[config.mk]
export PLATFORM = sky130hd
export DESIGN_NAME = tstamp_tick_unit
export DESIGN_NICKNAME = d
export VERILOG_FILES = /design/src/rtl/tstu_pkg.sv /design/src/rtl/tstu_timebase.sv /design/src/rtl/tstu_divider.sv /design/src/rtl/tstu_pulse_gen.sv /design/src/rtl/tstamp_tick_unit.sv
export SDC_FILE = /design/constraint.sdc
export NUM_CORES = 1
export LEC_CHECK = 0
export ABC_AREA = 1
export BUFFER_PORTS_ARGS = -buffer_cell sky130_fd_sc_hd__clkbuf_2
export CAP_MARGIN = 20
export CORE_MARGIN = 2
export CORE_UTILIZATION = 56
export DETAILED_ROUTE_END_ITERATION = 8
export PLACE_DENSITY = 0.87
export SYNTH_ARGS = -nofsm -noshare
export SYNTH_HDL_FRONTEND = slang
export SYNTH_SLANG_ARGS = --single-unit
export TNS_END_PERCENT = 5
[constraint.sdc]
create_clock -name clk -period 2.43 [get_ports clk]
set_clock_uncertainty 0.1 [all_clocks]
set_input_delay 0.486 -clock clk [delete_from_list [all_inputs] [get_ports clk]]
set_output_delay 0.486 -clock clk [all_outputs]
set_load 0.005 [all_outputs]
[src/rtl/tstu_pkg.sv]
package tstu_pkg;
   localparam int GRAN_CODE_W  = 3;
   localparam int GEN_TERM_MAX = 10000;
   localparam int GEN_CNT_W    = $clog2(GEN_TERM_MAX);

   // Common ticks per strobe for each granularity code.
   function automatic logic [GEN_CNT_W-1:0] gran_terminal(input logic [GRAN_CODE_W-1:0] code);
      logic [GEN_CNT_W-1:0] t;
      case (code)
         3'd0:    t = GEN_CNT_W'(1);
         3'd1:    t = GEN_CNT_W'(2);
         3'd2:    t = GEN_CNT_W'(5);
         3'd3:    t = GEN_CNT_W'(10);
         3'd4:    t = GEN_CNT_W'(100);
         3'd5:    t = GEN_CNT_W'(1000);
         default: t = GEN_CNT_W'(GEN_TERM_MAX);
      endcase
      return t;
   endfunction
endpackage

[src/rtl/tstu_timebase.sv]
module tstu_timebase #(
   parameter int TS_W        = 56,
   parameter int OUT_W       = 32,
   parameter int LEGACY_REFS = 19200
) (
   input  logic             clk,
   input  logic             rst,
   input  logic             ref_pulse,
   output logic [TS_W-1:0]  raw_o,
   output logic [OUT_W-1:0] legacy_o
);
   localparam int LPRE_W = $clog2(LEGACY_REFS + 1);

   logic [LPRE_W-1:0] lpre_q;

   if (LEGACY_REFS < 1) begin : g_bad_legacy
      $error("LEGACY_REFS must be at least 1");
   end

   always_ff @(posedge clk) begin
      if (rst) begin
         raw_o    <= '0;
         lpre_q   <= '0;
         legacy_o <= '0;
      end else if (ref_pulse) begin
         raw_o <= raw_o + 1'b1;
         if (lpre_q == LPRE_W'(LEGACY_REFS - 1)) begin
            lpre_q   <= '0;
            legacy_o <= legacy_o + 1'b1;
         end else begin
            lpre_q <= lpre_q + 1'b1;
         end
      end
   end

   assert_raw_step_R1: assert property (@(posedge clk) disable iff (rst)
      ref_pulse |=> raw_o == $past(raw_o) + 1'b1);
   assert_raw_hold_R1: assert property (@(posedge clk) disable iff (rst)
      !ref_pulse |=> $stable(raw_o));
   assert_legacy_hold_R3: assert property (@(posedge clk) disable iff (rst)
      !ref_pulse |=> $stable(legacy_o));
endmodule

[src/rtl/tstu_divider.sv]
module tstu_divider #(
   parameter int DIV_W = 16
) (
   input  logic             clk,
   input  logic             rst,
   input  logic             ref_pulse,
   input  logic             en_i,
   input  logic [DIV_W-1:0] val_i,
   input  logic             clr_i,
   output logic             tick_o
);
   logic [DIV_W-1:0] pre_q;
   logic             wrap;

   assign wrap = (pre_q >= val_i);

   always_ff @(posedge clk) begin
      if (rst) begin
         pre_q  <= '0;
         tick_o <= 1'b0;
      end else begin
         tick_o <= en_i && ref_pulse && !clr_i && wrap;
         if (clr_i)
            pre_q <= '0;
         else if (en_i && ref_pulse)
            pre_q <= wrap ? '0 : pre_q + 1'b1;
      end
   end

   assert_tick_gated_R5: assert property (@(posedge clk) disable iff (rst)
      !en_i |=> !tick_o);
   assert_clear_restarts_R6: assert property (@(posedge clk) disable iff (rst)
      clr_i |=> (pre_q == '0) && !tick_o);
   assert_tick_needs_ref_R4: assert property (@(posedge clk) disable iff (rst)
      !ref_pulse |=> !tick_o);
endmodule

[src/rtl/tstu_pulse_gen.sv]
module tstu_pulse_gen
   import tstu_pkg::*;
(
   input  logic                   clk,
   input  logic                   rst,
   input  logic                   tick_i,
   input  logic [GRAN_CODE_W-1:0] code_i,
   input  logic                   restart_i,
   output logic                   strobe_o
);
   logic [GEN_CNT_W-1:0] cnt_q;
   logic [GEN_CNT_W-1:0] term;

   assign term = gran_terminal(code_i);

   always_ff @(posedge clk) begin
      if (rst || restart_i) begin
         cnt_q    <= '0;
         strobe_o <= 1'b0;
      end else if (tick_i) begin
         if (cnt_q >= term - 1'b1) begin
            cnt_q    <= '0;
            strobe_o <= 1'b1;
         end else begin
            cnt_q    <= cnt_q + 1'b1;
            strobe_o <= 1'b0;
         end
      end else begin
         strobe_o <= 1'b0;
      end
   end

   assert_strobe_after_tick_R7: assert property (@(posedge clk) disable iff (rst)
      strobe_o |-> $past(tick_i));
   assert_count_bound_R7: assert property (@(posedge clk) disable iff (rst)
      restart_i || cnt_q < term);
   assert_restart_clears_R8: assert property (@(posedge clk) disable iff (rst)
      restart_i |=> cnt_q == '0 && !strobe_o);
endmodule

[src/rtl/tstamp_tick_unit.sv]
module tstamp_tick_unit
   import tstu_pkg::*;
#(
   parameter int TS_W        = 56,
   parameter int OUT_W       = 32,
   parameter int DIV_W       = 16,
   parameter int LEGACY_REFS = 19200,
   parameter int NUM_GEN     = 3,
   parameter int ADDR_W      = 2,
   parameter int DATA_W      = 32
) (
   input  logic               clk,
   input  logic               rst,
   input  logic               ref_pulse,
   input  logic               wr_en,
   input  logic [ADDR_W-1:0]  wr_addr,
   input  logic [DATA_W-1:0]  wr_data,
   output logic [TS_W-1:0]    raw_time,
   output logic [OUT_W-1:0]   log_stamp,
   output logic [OUT_W-1:0]   tag_stamp,
   output logic [OUT_W-1:0]   nat_stamp,
   output logic               common_tick,
   output logic [NUM_GEN-1:0] gen_tick
);
   localparam int SH_W      = 6;
   localparam int NUM_STAMP = 3;
   localparam int SEL_BIT   = SH_W * NUM_STAMP;
   localparam int EN_BIT    = DATA_W - 1;
   localparam int GFIELD_W  = 4;
   localparam logic [ADDR_W-1:0] ADDR_STAMP = ADDR_W'(0);
   localparam logic [ADDR_W-1:0] ADDR_DIV   = ADDR_W'(1);
   localparam logic [ADDR_W-1:0] ADDR_GRAN  = ADDR_W'(2);

   if (OUT_W > TS_W) begin : g_bad_out
      $error("OUT_W must not exceed TS_W");
   end
   if (DIV_W >= DATA_W) begin : g_bad_div
      $error("DIV_W must leave room for the enable bit");
   end
   if (GFIELD_W * NUM_GEN > DATA_W || SEL_BIT >= DATA_W) begin : g_bad_fields
      $error("configuration fields do not fit in DATA_W");
   end
   if (ADDR_W < 2) begin : g_bad_addr
      $error("ADDR_W must be at least 2");
   end

   logic [SH_W-1:0]        shift_q [NUM_STAMP];
   logic                   log_sel_q;
   logic [DIV_W-1:0]       div_val_q;
   logic                   div_en_q;
   logic [GRAN_CODE_W-1:0] gran_q  [NUM_GEN];
   logic [NUM_GEN-1:0]     restart;
   logic [OUT_W-1:0]       stamp   [NUM_STAMP];
   logic [OUT_W-1:0]       legacy;
   logic                   wr_stamp, wr_div, wr_gran, div_clr;

   assign wr_stamp = wr_en && (wr_addr == ADDR_STAMP);
   assign wr_div   = wr_en && (wr_addr == ADDR_DIV);
   assign wr_gran  = wr_en && (wr_addr == ADDR_GRAN);
   assign div_clr  = wr_div && !wr_data[EN_BIT];

   always_ff @(posedge clk) begin
      if (rst) begin
         log_sel_q <= 1'b0;
         div_val_q <= '0;
         div_en_q  <= 1'b0;
      end else begin
         if (wr_stamp) log_sel_q <= wr_data[SEL_BIT];
         if (wr_div) begin
            div_val_q <= wr_data[DIV_W-1:0];
            div_en_q  <= wr_data[EN_BIT];
         end
      end
   end

   tstu_timebase #(.TS_W(TS_W), .OUT_W(OUT_W), .LEGACY_REFS(LEGACY_REFS)) timebase_i (
      .clk(clk), .rst(rst), .ref_pulse(ref_pulse), .raw_o(raw_time), .legacy_o(legacy));

   for (genvar s = 0; s < NUM_STAMP; s++) begin : g_stamp
      logic [TS_W-1:0] shifted;
      always_ff @(posedge clk) begin
         if (rst)           shift_q[s] <= '0;
         else if (wr_stamp) shift_q[s] <= wr_data[SH_W*s +: SH_W];
      end
      assign shifted  = raw_time >> shift_q[s];
      assign stamp[s] = shifted[OUT_W-1:0];
   end

   assign log_stamp = log_sel_q ? stamp[0] : legacy;
   assign tag_stamp = stamp[1];
   assign nat_stamp = stamp[2];

   tstu_divider #(.DIV_W(DIV_W)) divider_i (
      .clk(clk), .rst(rst), .ref_pulse(ref_pulse), .en_i(div_en_q),
      .val_i(div_val_q), .clr_i(div_clr), .tick_o(common_tick));

   for (genvar g = 0; g < NUM_GEN; g++) begin : g_gen
      assign restart[g] = wr_gran &&
                          (wr_data[GFIELD_W*g +: GRAN_CODE_W] != gran_q[g]);
      always_ff @(posedge clk) begin
         if (rst)          gran_q[g] <= '0;
         else if (wr_gran) gran_q[g] <= wr_data[GFIELD_W*g +: GRAN_CODE_W];
      end
      tstu_pulse_gen gen_i (
         .clk(clk), .rst(rst), .tick_i(common_tick), .code_i(gran_q[g]),
         .restart_i(restart[g]), .strobe_o(gen_tick[g]));
   end

   assert_disabled_quiet_R5: assert property (@(posedge clk) disable iff (rst)
      !div_en_q && !common_tick |=> !common_tick);
   assert_reset_state_R9: assert property (@(posedge clk)
      $past(rst) |-> raw_time == '0 && !common_tick && gen_tick == '0);
endmodule

==> impl_metrics.env <==
export IMPL_yosysMostFrequentCell="nand2_1"
export IMPL_place_gp_congestion=1.03
export IMPL_hold_path_class="input pin to flop"
export IMPL_drt_initial_drc_count=4021
export IMPL_nNetsFinal=4296
export IMPL_period_share_pct=131
export IMPL_leakagePower_nw=12.7
export IMPL_synth_edf_count=27
export IMPL_cpMostUsedCell="nand2_2"
export IMPL_syn_to_final_growth_pct=27.1
export IMPL_min_period_ps=3190
export IMPL_root_buffer="clkbuf_16"
export IMPL_violations="DRC, setup timing"
export IMPL_ir_worst_vdd_mv=0.599
export IMPL_final_setup_viol_count=135
export IMPL_critical_path_buf_inv_count=6
export IMPL_drtPass1Iterations=9
export IMPL_dieHeight_microns=201
export IMPL_syn_area_per_cell_sq_um=5.54
export IMPL_antenna_cells=0
export IMPL_place_ws_ps=-220
export IMPL_synth_top_cell_area_share_pct=22.2
export IMPL_cts_tree="done"
export IMPL_final_fill_count=3317
export IMPL_dpl_hpwl_microns=62700
export IMPL_arrival_ps=2600
export IMPL_synth_seq_area_share_pct=20.7
export IMPL_drv_cap=0
export IMPL_grtUsageTotal_pct=39.1
export IMPL_ios=194
export IMPL_synth_seq_cells=210
export IMPL_core_sq_um=38400
export IMPL_outcome="complete, but fails checks"
export IMPL_seqCellArea_sq_um=4470
export IMPL_cts_sinks=210
export IMPL_grt_max_degree=70
export IMPL_clk_pin_slew_ps=60
export IMPL_ant_nets=0
export IMPL_p_per_area_nw_per_um2=431
export IMPL_post_route_cell_area_sq_um=27500
export IMPL_synth_common_cells="nand2_1, nand3_1, nor2_1"
export IMPL_yosysWarnings=0
export IMPL_drc=4
export IMPL_clk_path_buf_depth=3
export IMPL_grt_pass1_wl_microns=129000
export IMPL_cts_made_buffers=25
export IMPL_clock_latency_ps=550
export IMPL_crit_family="buffers and inverters"
export IMPL_dieArea_sq_um=40300
export IMPL_startpoint_type="flop"
export IMPL_path_cells="buf_6, clkbuf_16, buf_4, nand2_2, o21ai_2, buf_4, nand2_2, nand3_2, nand2_2, buf_6, nand2_1, nand2_2, o21ai_1, nor2_1, clkbuf_2"
export IMPL_portBuffers=181
export IMPL_ys_async_sr_fraction_pct=0
export IMPL_slew_headroom_pct=59.2
export IMPL_crit_slowest_cell="edfxtp_1"
export IMPL_initial_utilization_pct=56.4
export IMPL_vias=28400
export IMPL_multiInputGateArea_sq_um=16600
export IMPL_cts_hold_buffers=0
export IMPL_overflow=0
export IMPL_rsz0062_at_grt="true"
export IMPL_wl_microns=86400
export IMPL_worst_path_max_fanout=9
export IMPL_critPathCaptureType="primary output"
export IMPL_die_x_microns=201
export IMPL_cp_required_ps=1840
export IMPL_grt_pass1_vias=24600
export IMPL_wire_per_inst_microns=18.3
export IMPL_worst_pin_slew_ps=607
export IMPL_synth_area_leaders="nand2_1, nand3_1, dfxtp_1"
export IMPL_setup_ws_ps=-758
export IMPL_placed_cell_area_sq_um=24700
export IMPL_critical_path_class="flop to primary output"
export IMPL_finalMaxSlewViolations=0
export IMPL_htree_levels=1
export IMPL_slowest_delay_ps=430
export IMPL_synth_ff_type="dfxtp_1"
export IMPL_std_cell_rows=72
export IMPL_antenna_found_initial=1
export IMPL_fin_setup_tns_ps=-65180
export IMPL_routed_via_density=6.00
export IMPL_finalHoldViolations=0
export IMPL_netlist_instances=3910
export IMPL_synth_area_leader_cell="nand2_1"
export IMPL_yosysUniqueCellTypes=50
export IMPL_syn_area_sq_um=21700
export IMPL_finalPower_mw=11.9
export IMPL_fmax_ghz=0.314
export IMPL_layout_drive_gt1_share_pct=23.3
sequential cells by signal (all words and copies together), names as in the netlist:
signal and cells:
g_gen.gen_i.strobe_o 3, timebase_i.raw_o 56, shift_q 18, timebase_i.lpre_q 15, divider_i.pre_q 16, log_sel_q 1
div_en_q 1, timebase_i.legacy_o 32, div_val_q 16, g_gen.gen_i.cnt_q 42, gran_q 9, divider_i.tick_o 1
metrics by stage:
step	std cells	utilization, %	hold WS (ps)
2_1_floorplan	3912	-	322
3_3_place_gp	4663	64.4	334
3_5_place_dp	4663	64.4	341
4_1_cts	4709	67.3	129
5_1_grt	4725	71.8	179
6_report	4725	71.8	147
placed cells by master, fill, tap and decap left out, types with 7 or more instances in the layout:
cell type / instances
clkbuf_2: 167
o21ai_1: 95
nand2_2: 128
xnor2_1: 16
clkbuf_1: 7
buf_4: 244
a21oi_2: 14
nand2_1: 1150
o21ai_2: 65
buf_12: 35
clkbuf_16: 33
buf_2: 14
nor3_1: 66
o211ai_1: 14
nand2_4: 12
inv_1: 261
a21oi_1: 143
nor2_2: 21
dfxtp_1: 183
o21a_1: 14
o21ai_4: 8
nor2_1: 324
nand3_1: 598
nand3_2: 144
edfxtp_1: 27
ha_1: 64
o22ai_1: 9
o21ai_0: 119
buf_6: 19
nand4_1: 41
inv_2: 19
nor3b_1: 9
xor2_1: 46
power breakdown:
| part | switching, mW | internal, mW |
|---|---|---|
| combinational | 2.80 | 1.66 |
| clock | 1.54 | 2.23 |
| sequential | 0.0542 | 3.57 |
repair_timing:
item	in CTS	in global routing
resized for setup	190	410
cloned	1	9
setup endpoints to repair	138	143
pin swaps	10	88
buffers inserted	1	12
worst register-to-register path: stages, from the launching register on:
cell and delay (ps):
edfxtp_1 440, or2_2 320, ha_2 190, nand2_1 70
a21oi_1 50, nor2_1 170, a21oi_1 70, inv_1 60
ha_1 230, nand2_2 100, nor2_1 50, o21ai_0 70
inv_1 60, o21ai_1 140, nand4_1 130, nand2_2 120
inv_2 80, nand2_1 70, inv_1 50
cells by family after synthesis:
kind of cell / synth area share (%)
AO/OA/AOI/OAI: 12.1
multiplexers: 0.0924
other: 0.0173
XOR/XNOR: 2.51
adder cells (fa/ha/maj): 3.93
flip-flops: 20.7
buffers and inverters: 9.97
AND/OR/NAND/NOR: 50.7
worst paths after layout:
path / startpoint / endpoint / slack (ps) / cells past startpoint
setup / recovery: shift_q[1][0] / tag_stamp[29] / -760 / 15
hold / removal: wr_data[14] / div_val_q[14] / 150 / 3
setup reg to reg: gran_q[1][0] / g_gen[1].gen_i.strobe_o / -240 / 18
hold reg to reg: timebase_i.lpre_q[7] / timebase_i.lpre_q[7] / 350 / 1
metal layers:
metal	routed length, microns	global-route usage [%]	vias up	share of wire [%]
met4	4270	15.4	2	4.9
li1	-	-	13500	-
met2	38100	61.1	1772	44
met3	10100	7.45	303	12
met1	34000	53.1	12800	39
met5	11	0	-	0.013
area by class of cell:
type	instances	share of cell area, %
inverters	286	3.92
repair buffers	489	14.1
flip-flops and latches	210	16.2
clock buffers	36	2.57
clock inverters	8	0.368
multi-input cells	3178	60.4
well taps	518	2.35
Note: power is estimated with default switching activity, not from simulation.
